==> src/rtl/strop_pkg.sv <==
// Package strop_pkg: shared operation codes and sequencer states for the
// string operation engine. Assumes a 3-bit operation field.
package strop_pkg;
    typedef enum logic [2:0] {
        OP_CPY_F   = 3'd0,
        OP_CPY_Z   = 3'd1,
        OP_CPY_B   = 3'd2,
        OP_FILL    = 3'd3,
        OP_SRCH_EQ = 3'd4,
        OP_SRCH_NE = 3'd5,
        OP_CMP     = 3'd6,
        OP_RSVD    = 3'd7
    } op_e;

    typedef enum logic [2:0] {
        ST_IDLE, ST_LD0, ST_LD1, ST_STORE, ST_STEP, ST_WB, ST_DONE
    } state_e;
endpackage

==> src/rtl/strop_step.sv <==
// Module strop_step: computes the pointer values after one element.
// Assumes size codes 0..2 for fill and scan; copy and compare are bytewise.
module strop_step
    import strop_pkg::*;
#(
    parameter int XLEN = 32
) (
    input  op_e             op,
    input  logic [1:0]      size,
    input  logic [XLEN-1:0] ptr_a,
    input  logic [XLEN-1:0] ptr_b,
    output logic [XLEN-1:0] ptr_a_next,
    output logic [XLEN-1:0] ptr_b_next
);
    localparam logic [XLEN-1:0] ONE = XLEN'(1);

    logic [XLEN-1:0] stride;

    // Element stride: one byte, or the element width for fill and scan.
    always_comb begin
        stride = ONE << size;
    end

    // Pointer update rule per operation.
    always_comb begin
        case (op)
            OP_CPY_B: begin
                ptr_a_next = ptr_a - ONE;
                ptr_b_next = ptr_b - ONE;
            end
            OP_FILL, OP_SRCH_EQ, OP_SRCH_NE: begin
                ptr_a_next = ptr_a + stride;
                ptr_b_next = ptr_b;
            end
            default: begin
                ptr_a_next = ptr_a + ONE;
                ptr_b_next = ptr_b + ONE;
            end
        endcase
    end
endmodule

==> src/rtl/strop_term.sv <==
// Module strop_term: decides whether the loop stops after the current
// element and forms the zero and carry flags. Assumes loaded data is
// right-aligned in data0 and byte_b holds the second byte of a pair.
module strop_term
    import strop_pkg::*;
#(
    parameter int XLEN = 32
) (
    input  op_e             op,
    input  logic [1:0]      size,
    input  logic [XLEN-1:0] data0,
    input  logic [7:0]      byte_b,
    input  logic [XLEN-1:0] value,
    input  logic [XLEN-1:0] count_now,
    output logic            stop,
    output logic            z_new,
    output logic            c_new
);
    logic [XLEN-1:0] emask;
    logic [XLEN-1:0] elem;
    logic [7:0]      byte_a;

    // Zero-extend the loaded element to its width.
    always_comb begin
        emask = '1;
        if (size == 2'd0) emask = XLEN'(8'hFF);
        else if (size == 2'd1) emask = XLEN'(16'hFFFF);
        elem   = data0 & emask;
        byte_a = data0[7:0];
    end

    // Per-operation stop rule.
    always_comb begin
        case (op)
            OP_CPY_Z:   stop = (byte_b == 8'd0);
            OP_SRCH_EQ: stop = (elem == value);
            OP_SRCH_NE: stop = (elem != value);
            OP_CMP:     stop = (byte_a != byte_b) || (byte_a == 8'd0);
            default:    stop = 1'b0;
        endcase
    end

    // Per-operation flag formula at completion.
    always_comb begin
        case (op)
            OP_SRCH_EQ: begin
                z_new = (elem == value);
                c_new = (elem <= value);
            end
            OP_SRCH_NE: begin
                z_new = (count_now == '0);
                c_new = (elem <= value);
            end
            OP_CMP: begin
                z_new = (byte_a == byte_b);
                c_new = (byte_a >= byte_b);
            end
            default: begin
                z_new = 1'b0;
                c_new = 1'b0;
            end
        endcase
    end
endmodule

==> src/rtl/strop_engine.sv <==
// Module strop_engine: sequencer for block string operations over a
// request/acknowledge memory port. Assumes the memory answers every
// request with mem_ack in a later cycle and returns data right-aligned.
module strop_engine
    import strop_pkg::*;
#(
    parameter int XLEN = 32
) (
    input  logic            clk,
    input  logic            rst_n,
    input  logic            start,
    input  logic [2:0]      op,
    input  logic [1:0]      size,
    input  logic [XLEN-1:0] a_in,
    input  logic [XLEN-1:0] b_in,
    input  logic [XLEN-1:0] n_in,
    output logic [XLEN-1:0] reg_a,
    output logic [XLEN-1:0] reg_b,
    output logic [XLEN-1:0] reg_n,
    output logic            flag_z,
    output logic            flag_c,
    output logic            busy,
    output logic            done,
    output logic            illegal,
    output logic            mem_req,
    output logic            mem_we,
    output logic [1:0]      mem_size,
    output logic [XLEN-1:0] mem_addr,
    output logic [XLEN-1:0] mem_wdata,
    input  logic [XLEN-1:0] mem_rdata,
    input  logic            mem_ack
);
    localparam logic [XLEN-1:0] ONE = XLEN'(1);

    state_e          state;
    op_e             op_q;
    logic [1:0]      size_q;
    logic [XLEN-1:0] data0_q;
    logic [7:0]      byte_b_q;
    logic            ill_q;
    logic [XLEN-1:0] a_next, b_next;
    logic            stop, z_new, c_new;
    logic            start_ill;
    state_e          first_st;
    op_e             op_in;

    assign op_in = op_e'(op);

    strop_step #(.XLEN(XLEN)) u_step (
        .op(op_q), .size(size_q), .ptr_a(reg_a), .ptr_b(reg_b),
        .ptr_a_next(a_next), .ptr_b_next(b_next)
    );

    strop_term #(.XLEN(XLEN)) u_term (
        .op(op_q), .size(size_q), .data0(data0_q), .byte_b(byte_b_q),
        .value(reg_b), .count_now(reg_n),
        .stop(stop), .z_new(z_new), .c_new(c_new)
    );

    // Illegal encodings: reserved op, or size code 3 on fill or scan.
    always_comb begin
        start_ill = (op_in == OP_RSVD) ||
                    ((size == 2'd3) &&
                     (op_in == OP_FILL || op_in == OP_SRCH_EQ || op_in == OP_SRCH_NE));
    end

    // First access state of one element for the latched operation.
    always_comb begin
        case (op_q)
            OP_FILL:                        first_st = ST_STORE;
            OP_SRCH_EQ, OP_SRCH_NE, OP_CMP: first_st = ST_LD0;
            default:                        first_st = ST_LD1;
        endcase
    end

    // Memory request fields decoded from the current state.
    always_comb begin
        mem_req   = (state == ST_LD0) || (state == ST_LD1) || (state == ST_STORE);
        mem_we    = (state == ST_STORE);
        mem_addr  = (state == ST_LD1) ? reg_b : reg_a;
        mem_size  = ((op_q == OP_FILL || op_q == OP_SRCH_EQ || op_q == OP_SRCH_NE) &&
                     state != ST_LD1) ? size_q : 2'd0;
        mem_wdata = (op_q == OP_FILL) ? reg_b : XLEN'(byte_b_q);
    end

    assign busy    = (state != ST_IDLE);
    assign done    = (state == ST_DONE);
    assign illegal = done && ill_q;

    // Sequencer state, working registers and flags.
    always_ff @(posedge clk) begin
        if (!rst_n) begin
            state    <= ST_IDLE;
            op_q     <= OP_CPY_F;
            size_q   <= 2'd0;
            reg_a    <= '0;
            reg_b    <= '0;
            reg_n    <= '0;
            flag_z   <= 1'b0;
            flag_c   <= 1'b0;
            data0_q  <= '0;
            byte_b_q <= 8'd0;
            ill_q    <= 1'b0;
        end else begin
            case (state)
                ST_IDLE: if (start) begin
                    ill_q <= start_ill;
                    if (start_ill) begin
                        state <= ST_DONE;
                    end else begin
                        op_q   <= op_in;
                        size_q <= size;
                        reg_a  <= a_in;
                        reg_b  <= b_in;
                        reg_n  <= n_in;
                        if (n_in == '0) begin
                            state <= ST_DONE;
                        end else begin
                            case (op_in)
                                OP_FILL:                        state <= ST_STORE;
                                OP_SRCH_EQ, OP_SRCH_NE, OP_CMP: state <= ST_LD0;
                                default:                        state <= ST_LD1;
                            endcase
                        end
                    end
                end
                ST_LD0: if (mem_ack) begin
                    data0_q <= mem_rdata;
                    state   <= (op_q == OP_CMP) ? ST_LD1 : ST_STEP;
                end
                ST_LD1: if (mem_ack) begin
                    byte_b_q <= mem_rdata[7:0];
                    state    <= (op_q == OP_CMP) ? ST_STEP : ST_STORE;
                end
                ST_STORE: if (mem_ack) begin
                    state <= ST_STEP;
                end
                ST_STEP: begin
                    reg_a <= a_next;
                    reg_b <= b_next;
                    reg_n <= reg_n - ONE;
                    state <= (stop || reg_n == ONE) ? ST_WB : first_st;
                end
                ST_WB: begin
                    if (op_q == OP_SRCH_EQ || op_q == OP_SRCH_NE || op_q == OP_CMP) begin
                        flag_z <= z_new;
                        flag_c <= c_new;
                    end
                    state <= ST_DONE;
                end
                default: state <= ST_IDLE;
            endcase
        end
    end
endmodule

==> config.mk <==
export PLATFORM = sky130hd
export DESIGN_NAME = strop_engine
export DESIGN_NICKNAME = d
export VERILOG_FILES = /design/src/rtl/strop_pkg.sv /design/src/rtl/strop_step.sv /design/src/rtl/strop_term.sv /design/src/rtl/strop_engine.sv
export SDC_FILE = /design/constraint.sdc
export NUM_CORES = 1
export LEC_CHECK = 0
export ABC_CLOCK_PERIOD_IN_PS = 6300
export BUFFER_PORTS_ARGS = -buffer_cell sky130_fd_sc_hd__clkbuf_2
export CORE_ASPECT_RATIO = 1.25
export CORE_MARGIN = 2
export CORE_UTILIZATION = 50
export CTS_CLUSTER_DIAMETER = 30
export CTS_CLUSTER_SIZE = 20
export DETAILED_ROUTE_END_ITERATION = 12
export PLACE_DENSITY = 0.87
export SYNTH_ARGS = -nofsm -noshare
export SYNTH_HDL_FRONTEND = slang
export SYNTH_SLANG_ARGS = --single-unit
export TNS_END_PERCENT = 20
==> constraint.sdc <==
create_clock -name clk -period 6.3 [get_ports clk]
set_input_delay 1.26 -clock clk [delete_from_list [all_inputs] [get_ports clk]]
set_output_delay 1.26 -clock clk [all_outputs]
set_load 0.005 [all_outputs]
### Word level (Yosys, flattened, before mapping)

Index checks and enable logic that the tools add are counted.

* add/subtract/negate cells: 6
* magnitude comparators: 2
* eq/ne operators: 31
* shift operators: 1
* mux-type cells: 31
* bitwise logic cells: 2
* reductions and logical operators: 34

Operators with widths (number)
* two-way mux 32 bit: 10
* case mux 32 bit (2 select lines): 5
* subtractor 32 x 1 -> 32 bit (second input constant): 3
* adder 32 x 1 -> 32 bit (second input constant): 2
* zero test 32 bit: 2
* adder 32 bit: 1
* AND 32 bit: 1
* equality test 32 x 1 -> 1 bit (second input constant): 1
* equality test 32 bit: 1
* <= comparator 32 bit: 1
* != test 32 bit: 1
* left shift 1 x 2 -> 32 bit (first input constant): 1
* equality test 3 bit (second input constant): 10
* two-way mux 3 bit: 9
* case mux 3 bit (6 select lines): 1
* zero test 8 bit: 2
* equality test 3 x 2 -> 1 bit (second input constant): 5
* logical OR 1 bit: 11
* != test 2 bit (second input constant): 5
* OR reduction 3 bit: 3
* equality test 8 bit: 1
* >= comparator 8 bit: 1
* != test 8 bit: 1
* case mux 2 bit (2 select lines): 2
* 19 further kinds: 27

* bits in registers: 147
* input port bits: 137
* output and inout port bits: 169
* logic and storage cells: 118

### Depth between registers and ports, before layout

Gate-level depths: netlist (run 1).

* depth in word-level cells: 9
* mapped depth: 16
* mapped depth without buffers: 16

### Hierarchy

Synthesis (run 1) repeated with hierarchy kept, for this count alone.

* cell total of the unflattened synthesis: 1600
* area total of the unflattened synthesis: 12336.8 um2

Modules (own cells, without submodules)
* strop_engine: times used 1, cells an instance 867, area each 7377.1 um2, sequential area each 2942.8 um2
* strop_step: times used 1, cells an instance 535, area each 3549.7 um2, sequential area each 0.0 um2
* strop_term: times used 1, cells an instance 198, area each 1410.1 um2, sequential area each 0.0 um2

### Worst setup path after synthesis (run 1)

No wires, ideal clock.

* path kind: register to register
* from: register op_q[1]
* to: register reg_a[30]
* library setup time: 0.124 ns
* data arrival time: 4.595 ns
* required time: 6.176 ns
* slack: 1.581 ns
* stages on the path, launching flop included: 16
* path buffers: 1
* clock period less this slack: 4.719 ns
* path through: dfxtp_1 -> inv_1 -> or3_1 -> clkbuf_1 -> inv_1 -> a31oi_1 -> fa_1 -> nor2b_1 -> o211ai_1 -> a21boi_0 -> o31ai_1 -> a211o_1 -> a2111oi_2 -> nor3_1 -> o41ai_1 -> nor2_1

* cells in the longest elaborated chain, start to end: 4
* elaborated cells between the ends (all ways): 7
* classes of those cells: eq/ne (4); mux (2); reduce/logical (1)

Ends and longest elaborated chain
* start: declaration: RTL line strop_engine.sv:36 `op_e op_q;`
* start signal: assignment: RTL line strop_engine.sv:111 `op_q <= op_in;`
* equality test 3 x 2 -> 1 bit or equality test 3 bit (tied branches): RTL line strop_step.sv:26 `case (op)`
* OR reduction 3 bit: RTL line strop_step.sv:26
* case mux 32 bit (2 select lines) *: RTL line strop_step.sv:26
* case mux 32 bit (2 select lines) *: RTL line strop_engine.sv:105 `case (state)`
* end signal: assignment: RTL line strop_engine.sv:113 `reg_a <= a_in;`
* end signal: assignment: RTL line strop_engine.sv:139 `reg_a <= a_next;`
* end: declaration: RTL line strop_engine.sv:17 `output logic [XLEN-1:0] reg_a,`

Every way passes the cells marked *; elsewhere a longest branch is shown, timed or not.
A chain may end at the register's enable or synchronous reset.

### Worst setup path after layout (run 1)

* from: register op_q[1]
* to: register reg_b[29]

* cells in the longest elaborated chain, start to end: 4
* elaborated cells between the ends (all ways): 9
* classes of those cells: eq/ne (5); mux (2); reduce/logical (2)

Ends and longest elaborated chain
* equality test 3 x 2 -> 1 bit or equality test 3 bit (tied branches): RTL line strop_step.sv:26
* OR reduction 3 bit: RTL line strop_step.sv:26
* case mux 32 bit (2 select lines) or != test 2 bit (tied branches)
* case mux 32 bit (2 select lines) or AND reduction 4 bit (tied branches)
* end signal: assignment: RTL line strop_engine.sv:114 `reg_b <= b_in;`
* end signal: assignment: RTL line strop_engine.sv:140 `reg_b <= b_next;`
* end: declaration: RTL line strop_engine.sv:18 `output logic [XLEN-1:0] reg_b,`

Parallel ways exist; a longest one is shown, timed or not.

==> metrics, run 1 <==
run status finished clean; worst-path fanout max between 50 and 60; Net count, final about 2100; Worst Tran Pin Value between 1 and 1.5 ns; clk root buf clkbuf_16; first-pass GRT wire length between 60 and 70 mm; TritonCTS clock tree done; Top FF cell, synth dfxtp_1; largest net degree at the start of global routing 85; Startpoint Class flip-flop; relative slew slack 0.207; violation count after the first detailed-route iteration 1041; final clock skew about 0.013 ns; final instance area ~14000 um^2; synth warn 0; post-synthesis cell count around 1600; Yosys top cell area share 0.249; worst path arrival time ~5.1 ns; Clock Path Buffers 2; wire per inst slightly below 20 um; total wire length between 40 and 50 mm; f_max around 210 MHz; Register-to-Register Setup Slack ~1.6 ns; io pins 306; Mean Syn Cell Area around 7.3 um^2; min Tclk post-route approximately 4.7 ns; sequential area share after synthesis 0.249; Worst path depth 14; sum of buffers and inverters on the critical path 3; Max VDD drop 0.218 mV; Routed Antenna Nets 0; top post-synthesis cells by area dfxtp_1 (25%), ha_1 (11%), a21oi_1 (7.6%); Tcrit/Tclk final 0.753; core area about 23000 um^2; Worst R2R End reg_b[29]; Starting Density 0.511; Critical Path Max Stage Delay between 0.5 and 0.6 ns; detailed-placement wirelength estimate about 31 mm; post-CTS setup buffers 0; register bit total from synthesis 147; vias in the first global route roughly 13000; gr usage total 0.326; post-DR vias/cell 6.22; FF-to-FF Start op_q[1]; CTS sink count between 100 and 150; vias 13400; clock slew at reported path FFs about 0.07 ns; Crit. End Element flip-flop; final hold violations 0; cell with the most instances after synthesis nand2_1; Detailed Routing Iterations Pass 1 5; Num CTS Buffers 17; max_cap viols 0; worst hold path type flip-flop to flip-flop; Post-synth EDFFs 0; RD Place Congestion approximately 0.97; DIE WIDTH roughly 140 um; top cells by instance count after synthesis nand2_1 (223), a21oi_1 (179), dfxtp_1 (147), nor2_1 (113), o21ai_0 (111); area added between synthesis and finish 19.1%; critical path required time between 6 and 7 ns; power per cell area between 400 and 500 nW/um^2; RSZ-0062 raised after global routing false; CTS H-Tree Depth 4; clk_lat worst skew ~0.44 ns; setup TNS 0 ns; FP Rows 62; Total Die Area roughly 25000 um^2; hold endpoint data0_q[12]; Synth Net Count about 1900; CP max stage cell or3_1; Post-CTS Hold Fix Bufs 0; Mapped Area 11800 um^2; hold path start data0_q[12]; endpoints failing setup 0; FF-to-FF path depth 14; ys async rst share 0; initial antenna violation count 3; GRT overflow 0; number of DRC violations after detailed routing 0; Die Ht 176 um; cells resized by post-CTS repair 0; critical-path cell list inv_1, or3_1, inv_2, buf_4, ha_1, a21o_1, o21bai_1, o311a_1, o311ai_1, a211oi_1, or2_2, a31oi_1, mux2i_1, o31a_1; Yosys cell types between 70 and 80; Port Buffer Count a little over 300; Worst Setup Path Type flip-flop to flip-flop; Max Slew Vio Count 0; Placed Instance Area roughly 13000 um^2; share of layout cells above drive strength 1 0.219; hold path cells 2; Synth area leader dfxtp_1; Worst path top cell family by delay compound AO/OA/AOI/OAI gates; LEAKAGE approximately 6.5 nW
area by class of cell:
type                    count  area (um^2)
flip-flops and latches    147         2940
clock buffers              17          425
well taps                 288          360
clock inverters            15          194
multi-input cells        1311         8290
repair buffers            318         1620
diodes                      1         2.50
fillers                  2090         9040
inverters                  62          234
cells in the final DEF (no fill, tap or decap), drive strengths merged, types with 5 or more instances in the layout:
master  instances
a211oi         42
a21boi          5
a21o           46
a21oi         179
a221oi         10
a22oi           6
a311oi          9
a31oi          23
and2           26
and3            6
buf            13
clkbuf        322
dfxtp         147
ha            103
inv            68
mux2           32
mux2i           8
nand2         223
nand2b         16
nand3          34
nand4          25
nor2          113
nor2b          23
nor3           66
nor4           16
o211ai         12
o21a           13
o21ai         114
o21bai         10
o221ai          5
o22ai           9
o32ai           5
or2             6
or3            23
xnor2          25
xor2           16
registers in the layout (all words and copies together) (netlist names):
register and count:
op_q 3, reg_b 32, flag_z 1, ill_q 1, byte_b_q 8, size_q 2, state 3, reg_a 32
flag_c 1, reg_n 32, data0_q 32
per-layer routing:
metal | up-vias | wire length [um] | global-route usage
li1 | 6394 | - | -
met1 | 6174 | 16700 | 0.412
met2 | 724 | 19300 | 0.537
met3 | 142 | 3620 | 0.0502
met4 | 4 | 2100 | 0.165
met5 | - | 27 | 0
cells by family after synthesis:
group	synth area share
flops	0.249
xor+xnor	0.0304
mux	0.0373
simple gates	0.241
fa+ha+maj	0.112
buf+inv	0.0516
compound gates	0.278
worst register-to-register path, cell delays in order (launching register included):
cell      delay, ns
dfxtp_1        0.44
inv_1          0.12
or3_1          0.59
inv_2          0.12
buf_4          0.54
ha_1           0.48
a21o_1         0.21
o21bai_1       0.21
o311a_1        0.33
o311ai_1       0.47
a211oi_1       0.17
or2_2          0.36
a31oi_1        0.21
mux2i_1        0.10
o31a_1         0.29
through the flow:
| step | hold slack (ns) | total power [mW] | util | instances | setup WS, ns |
|---|---|---|---|---|---|
| floorplan | 0.432 | 3.78 | - | 1620 | 1.58 |
| global placement | 0.440 | 4.86 | 0.582 | 2126 | 1.79 |
| detailed placement | 0.446 | 4.95 | 0.582 | 2126 | 1.68 |
| CTS | 0.455 | 6.05 | 0.609 | 2158 | 1.66 |
| global route | 0.479 | 6.55 | 0.609 | 2159 | 1.26 |
| finish | 0.451 | 6.14 | 0.609 | 2159 | 1.56 |
power breakdown:
part	total, mW	internal, mW	switching (mW)
sequential	1.70	1.21	0.486
combinational	3.35	1.33	2.02
clock	1.09	0.635	0.456
worst max-delay path by stage:
stage                  from        end  slack (ns)
CTS                 op_q[2]  reg_b[29]        1.66
global placement    op_q[2]  reg_b[29]        1.79
detailed placement  op_q[2]  reg_b[29]        1.68
floorplan           op_q[1]  reg_a[30]        1.58
global route        op_q[2]  reg_a[22]        1.26
finish              op_q[1]  reg_b[29]        1.56
No activity file was read; power rests on OpenSTA's default activity.
==> run 2: changes to the inputs <==
ABC_CLOCK_PERIOD_IN_PS = 4400   (was 6300)
clock period = 4.4 ns   (was 6.3 ns; I/O delays follow)
==> metrics, run 2 (same netlist as run 1, synthesis figures left out) <==
run status finished clean; area added between synthesis and finish 20.1%; violation count after the first detailed-route iteration 1044 (+0.29%); Placed Instance Area 13600 um^2 (+1.1%); final instance area 14200 um^2 (+0.84%); Max VDD drop 0.352 mV (+62%); FP Rows 62 (unchanged); number of DRC violations after detailed routing 0 (unchanged); max_cap viols 0 (unchanged); Worst Setup Path Type flip-flop to flip-flop; Filler cells 2161 (+3.4%); core area 23100 um^2 (unchanged); f_max 245 MHz (+16%); post-CTS setup buffers 0 (unchanged); TritonCTS clock tree done; most common cell after layout, fill and taps aside clkbuf_2; Post-CTS Hold Fix Bufs 0 (unchanged); initial antenna violation count 0 (-3); total wire length 42.1 mm (+0.72%); post-DR vias/cell 6.24 (+0.17%); Clock Path Buffers 2 (unchanged); Max Slew Vio Count 0 (unchanged); CTS H-Tree Depth 4 (unchanged); CTS sink count 147 (unchanged); Net count, final 2113 (+0.67%); diode count 0 (-1); DIE WIDTH 142 um (unchanged); Critical Path Max Stage Delay 0.42 ns (-0.17 ns); gr usage total 0.327 (+0.00119); largest net degree at the start of global routing 88 (+3.5%); LEAKAGE 6.57 nW (+0.75%); clk_lat worst skew 0.44 ns (about the same); Worst Tran Pin Value 1.18 ns (-0.00641 ns); sum of buffers and inverters on the critical path 4 (+1); Port Buffer Count 305 (unchanged); Detailed Routing Iterations Pass 1 5 (unchanged); share of layout cells above drive strength 1 0.225 (+0.00604); clk root buf clkbuf_16; Die Ht 176 um (unchanged); min Tclk post-route 4.08 ns (-0.662 ns); fin cells 2170 (+0.51%); most frequent cells in the layout clkbuf_2 (305), nand2_1 (222), a21oi_1 (179); RD Place Congestion 0.953 (-1.6%); first-pass GRT wire length 65.6 mm (+0.61%); worst path arrival time 4.39 ns (-0.67 ns); vias 13500 (+0.68%); Num CTS Buffers 17 (unchanged); vias in the first global route 12600 (-0.55%); Startpoint Class flip-flop; Placed Instances 2140 (+0.66%); detailed-placement wirelength estimate 31.5 mm (+1.0%); RSZ-0062 raised after global routing false; Hold WS 0.449 ns (-0.00176 ns); critical path required time 4.71 ns (-1.91 ns); relative slew slack 0.211 (+0.00428); Starting Density 0.511 (unchanged); Worst path top cell family by delay compound AO/OA/AOI/OAI gates; worst-path fanout max 26 (-55%); final core occ 0.614 (+0.00514); wire per inst 19.4 um (+0.21%); cells resized by post-CTS repair 0 (unchanged); endpoints failing setup 0 (unchanged); Routed Antenna Nets 0 (unchanged); clock slew at reported path FFs 0.06 ns (about the same); final hold violations 0 (unchanged); power per cell area 624 nW/um^2 (+43%); critical-path cell list inv_1, or3_1, clkinvlp_4, buf_4, ha_1, a21o_1, a2111oi_0, buf_4, and4bb_2, o2111ai_2, o21ai_1, a21o_1, a221oi_1, a21oi_1; final clock skew 0.0153 ns (+0.00192 ns); worst hold path type flip-flop to flip-flop; setup TNS 0 ns (unchanged); Tcrit/Tclk final 0.927 (+0.175); CP max stage cell dfxtp_1; Crit. End Element flip-flop; io pins 306 (unchanged); Total Die Area 24900 um^2 (unchanged); GRT overflow 0 (unchanged)
-- run 2: final timing paths --
check,start,end,slack (ns),depth (start not counted)
setup / recovery,op_q[1],reg_a[27],0.32,14
hold / removal,data0_q[20],data0_q[20],0.45,2
setup reg to reg,op_q[1],reg_a[27],0.32,14
hold reg to reg,data0_q[20],data0_q[20],0.45,2
-- run 2: worst reg2reg max path: stages (launching register included) --
cell        delay (ns)
dfxtp_1           0.42
inv_1             0.12
or3_1             0.42
clkinvlp_4        0.22
buf_4             0.35
ha_1              0.36
a21o_1            0.21
a2111oi_0         0.42
buf_4             0.20
and4bb_2          0.28
o2111ai_2         0.27
o21ai_1           0.17
a21o_1            0.21
a221oi_1          0.24
a21oi_1           0.10
-- run 2: layout make-up --
type / count / area [um^2] / area share
Clock buffer: 18 / 439 / 0.0309
Tap cell: 288 / 360 / 0.0254
Multi-Input combinational cell: 1311 / 8310 / 0.586
Clock inverter: 12 / 159 / 0.0112
Inverter: 62 / 238 / 0.0167
Sequential cell: 147 / 2940 / 0.207
Timing Repair Buffer: 332 / 1740 / 0.123
-- run 2: metrics by stage --
| step | setup slack [ns] | power [mW] |
|---|---|---|
| global route | 0.0754 | 9.42 |
| CTS | 0.394 | 8.73 |
| global placement | 0.562 | 7.07 |
| finish | 0.321 | 8.85 |
| detailed placement | 0.383 | 7.20 |
| floorplan | 0.0691 | 5.43 |
-- run 2: power breakdown --
part	total, mW	internal, mW	switching, mW
sequential	2.41	1.74	0.671
combinational	4.91	1.95	2.95
clock	1.54	0.903	0.637
-- run 2: per-layer routing --
| layer | track usage | part of all wire | vias to the layer above |
|---|---|---|---|
| met4 | 0.138 | 0.041 | 0 |
| li1 | - | - | 6421 |
| met3 | 0.0412 | 0.087 | 120 |
| met5 | 0 | 0 | - |
| met2 | 0.541 | 0.47 | 708 |
| met1 | 0.429 | 0.40 | 6281 |
==> run 3: changes to the inputs <==
ABC_CLOCK_PERIOD_IN_PS = 4580   (was 4400)
CTS_BUF_LIST = sky130_fd_sc_hd__clkbuf_2 sky130_fd_sc_hd__clkbuf_4 sky130_fd_sc_hd__clkbuf_8   (was default)
clock period = 4.58 ns   (was 4.4 ns; I/O delays follow)
==> metrics, run 3 (same netlist as run 1, synthesis figures left out) <==
run status finished clean; Total Die Area 24900 um^2 (unchanged); max_cap viols 0 (unchanged); clock slew at reported path FFs 0.09 ns (+0.03 ns); Clock Path Buffers 2 (unchanged); gr usage total 0.324 (-0.00333); PnR worst setup slack 0.430 ns (+0.110 ns); relative slew slack 0.199 (-0.0122); Starting Density 0.511 (unchanged); DIE WIDTH 142 um (unchanged); GRT overflow 0 (unchanged); Num CTS Buffers 17 (unchanged); Crit. End Element flip-flop; worst path arrival time 4.47 ns (+0.08 ns); core area 23100 um^2 (unchanged); clk_lat worst skew 0.48 ns (+0.04 ns); Routed Antenna Nets 0 (unchanged); Hold WS 0.454 ns (+0.00502 ns); share of layout cells above drive strength 1 0.222 (-0.00230); final hold violations 0 (unchanged); violation count after the first detailed-route iteration 1144 (+9.6%); RSZ-0062 raised after global routing false; Worst R2R End reg_a[22]; Max VDD drop 0.331 mV (-6.0%); FP Rows 62 (unchanged); f_max 241 MHz (-1.7%); most frequent cells in the layout clkbuf_2 (305), nand2_1 (222), a21oi_1 (179); Detailed Routing Iterations Pass 1 5 (unchanged); endpoints failing setup 0 (unchanged); FF-to-FF path depth 14 (unchanged); total wire length 41.6 mm (-1.2%); worst hold path type flip-flop to flip-flop; Worst Tran Pin Value 1.20 ns (+0.0183 ns); detailed-placement wirelength estimate 31.3 mm (-0.60%); number of DRC violations after detailed routing 0 (unchanged); post-CTS setup buffers 0 (unchanged); wire per inst 19.2 um (-1.1%); most common cell after layout, fill and taps aside clkbuf_2; min Tclk post-route 4.15 ns (+0.0705 ns); area added between synthesis and finish 18.2%; first-pass GRT wire length 65.0 mm (-0.93%); hold path cells 2 (unchanged); final clock skew 0.0148 ns (-0.000463 ns); vias in the first global route 12700 (+1.3%); Net count, final 2108 (-0.24%); Die Ht 176 um (unchanged); Worst Setup Path Type flip-flop to flip-flop; Placement Setup Slack 0.500 ns (+0.117 ns); power per cell area 583 nW/um^2 (-6.5%); cells resized by post-CTS repair 0 (unchanged); clk root buf clkbuf_8; vias 13500 (-0.47%); RD Place Congestion 0.944 (-0.92%); Post-CTS Hold Fix Bufs 0 (unchanged); critical path required time 4.90 ns (+0.19 ns); TritonCTS clock tree done; worst-path fanout max 16 (-38%); Startpoint Class flip-flop; Port Buffer Count 305 (unchanged); largest net degree at the start of global routing 79 (-10%); io pins 306 (unchanged); hold endpoint data0_q[20]; post-DR vias/cell 6.21 (-0.38%); FF-to-FF Start op_q[1]; CTS H-Tree Depth 4 (unchanged); hold path start data0_q[20]; LEAKAGE 6.50 nW (-1.2%); initial antenna violation count 2 (+2); CTS sink count 147 (unchanged); Tcrit/Tclk final 0.906 (-0.0211); Register-to-Register Setup Slack 0.43 ns (+0.11 ns); Max Slew Vio Count 0 (unchanged)
## run 3: layout make-up
type | count | area (um^2)
fillers | 2182 | 9150
multi-input cells | 1311 | 8290
flip-flops and latches | 147 | 2940
repair buffers | 327 | 1700
well taps | 288 | 360
clock buffers | 21 | 283
inverters | 62 | 234
clock inverters | 11 | 150
diodes | 1 | 2.50
## run 3: metrics by stage
step           cell area (um^2)  utilization  total power, mW  setup TNS [ns]  std cells
2_1_floorplan             11800            -             5.20          -0.364       1620
3_3_place_gp              13500        0.585             6.75               0       2135
3_5_place_dp              13500        0.585             6.89               0       2135
6_report                  14000        0.604             8.15               0       2168
4_1_cts                   14000        0.604             8.05               0       2167
5_1_grt                   14000        0.604             8.70               0       2167
## run 3: worst max-delay path, stage by stage (launching register included)
cell	delay (ns)
dfxtp_1	0.43
inv_1	0.12
or3_1	0.39
inv_2	0.08
buf_4	0.25
ha_1	0.33
and2_1	0.20
a221oi_1	0.36
a21boi_0	0.23
o31ai_1	0.58
a211o_1	0.27
a2111oi_2	0.12
nor3_1	0.39
xnor2_1	0.17
a21oi_1	0.08
## run 3: routing by layer
metal	vias to the layer above	GRT usage	part of all wire
met4	2	0.170	0.051
li1	6388	-	-
met3	148	0.0469	0.085
met2	690	0.525	0.46
met5	-	0	0.00036
met1	6238	0.416	0.40
## run 3: worst max-delay path by stage
stage                  from   endpoint  depth (start not counted)
global route        op_q[1]  reg_a[30]                         16
detailed placement  op_q[2]  reg_a[29]                         14
global placement    op_q[2]  reg_a[27]                         14
CTS                 op_q[2]  reg_a[27]                         14
floorplan           op_q[1]  reg_a[30]                         15
finish              op_q[1]  reg_a[22]                         14
## run 3: power by group
part	leakage, nW	internal [mW]	switching [mW]
clock	0.216	0.592	0.566
sequential	1.21	1.67	0.662
combinational	5.07	1.86	2.80
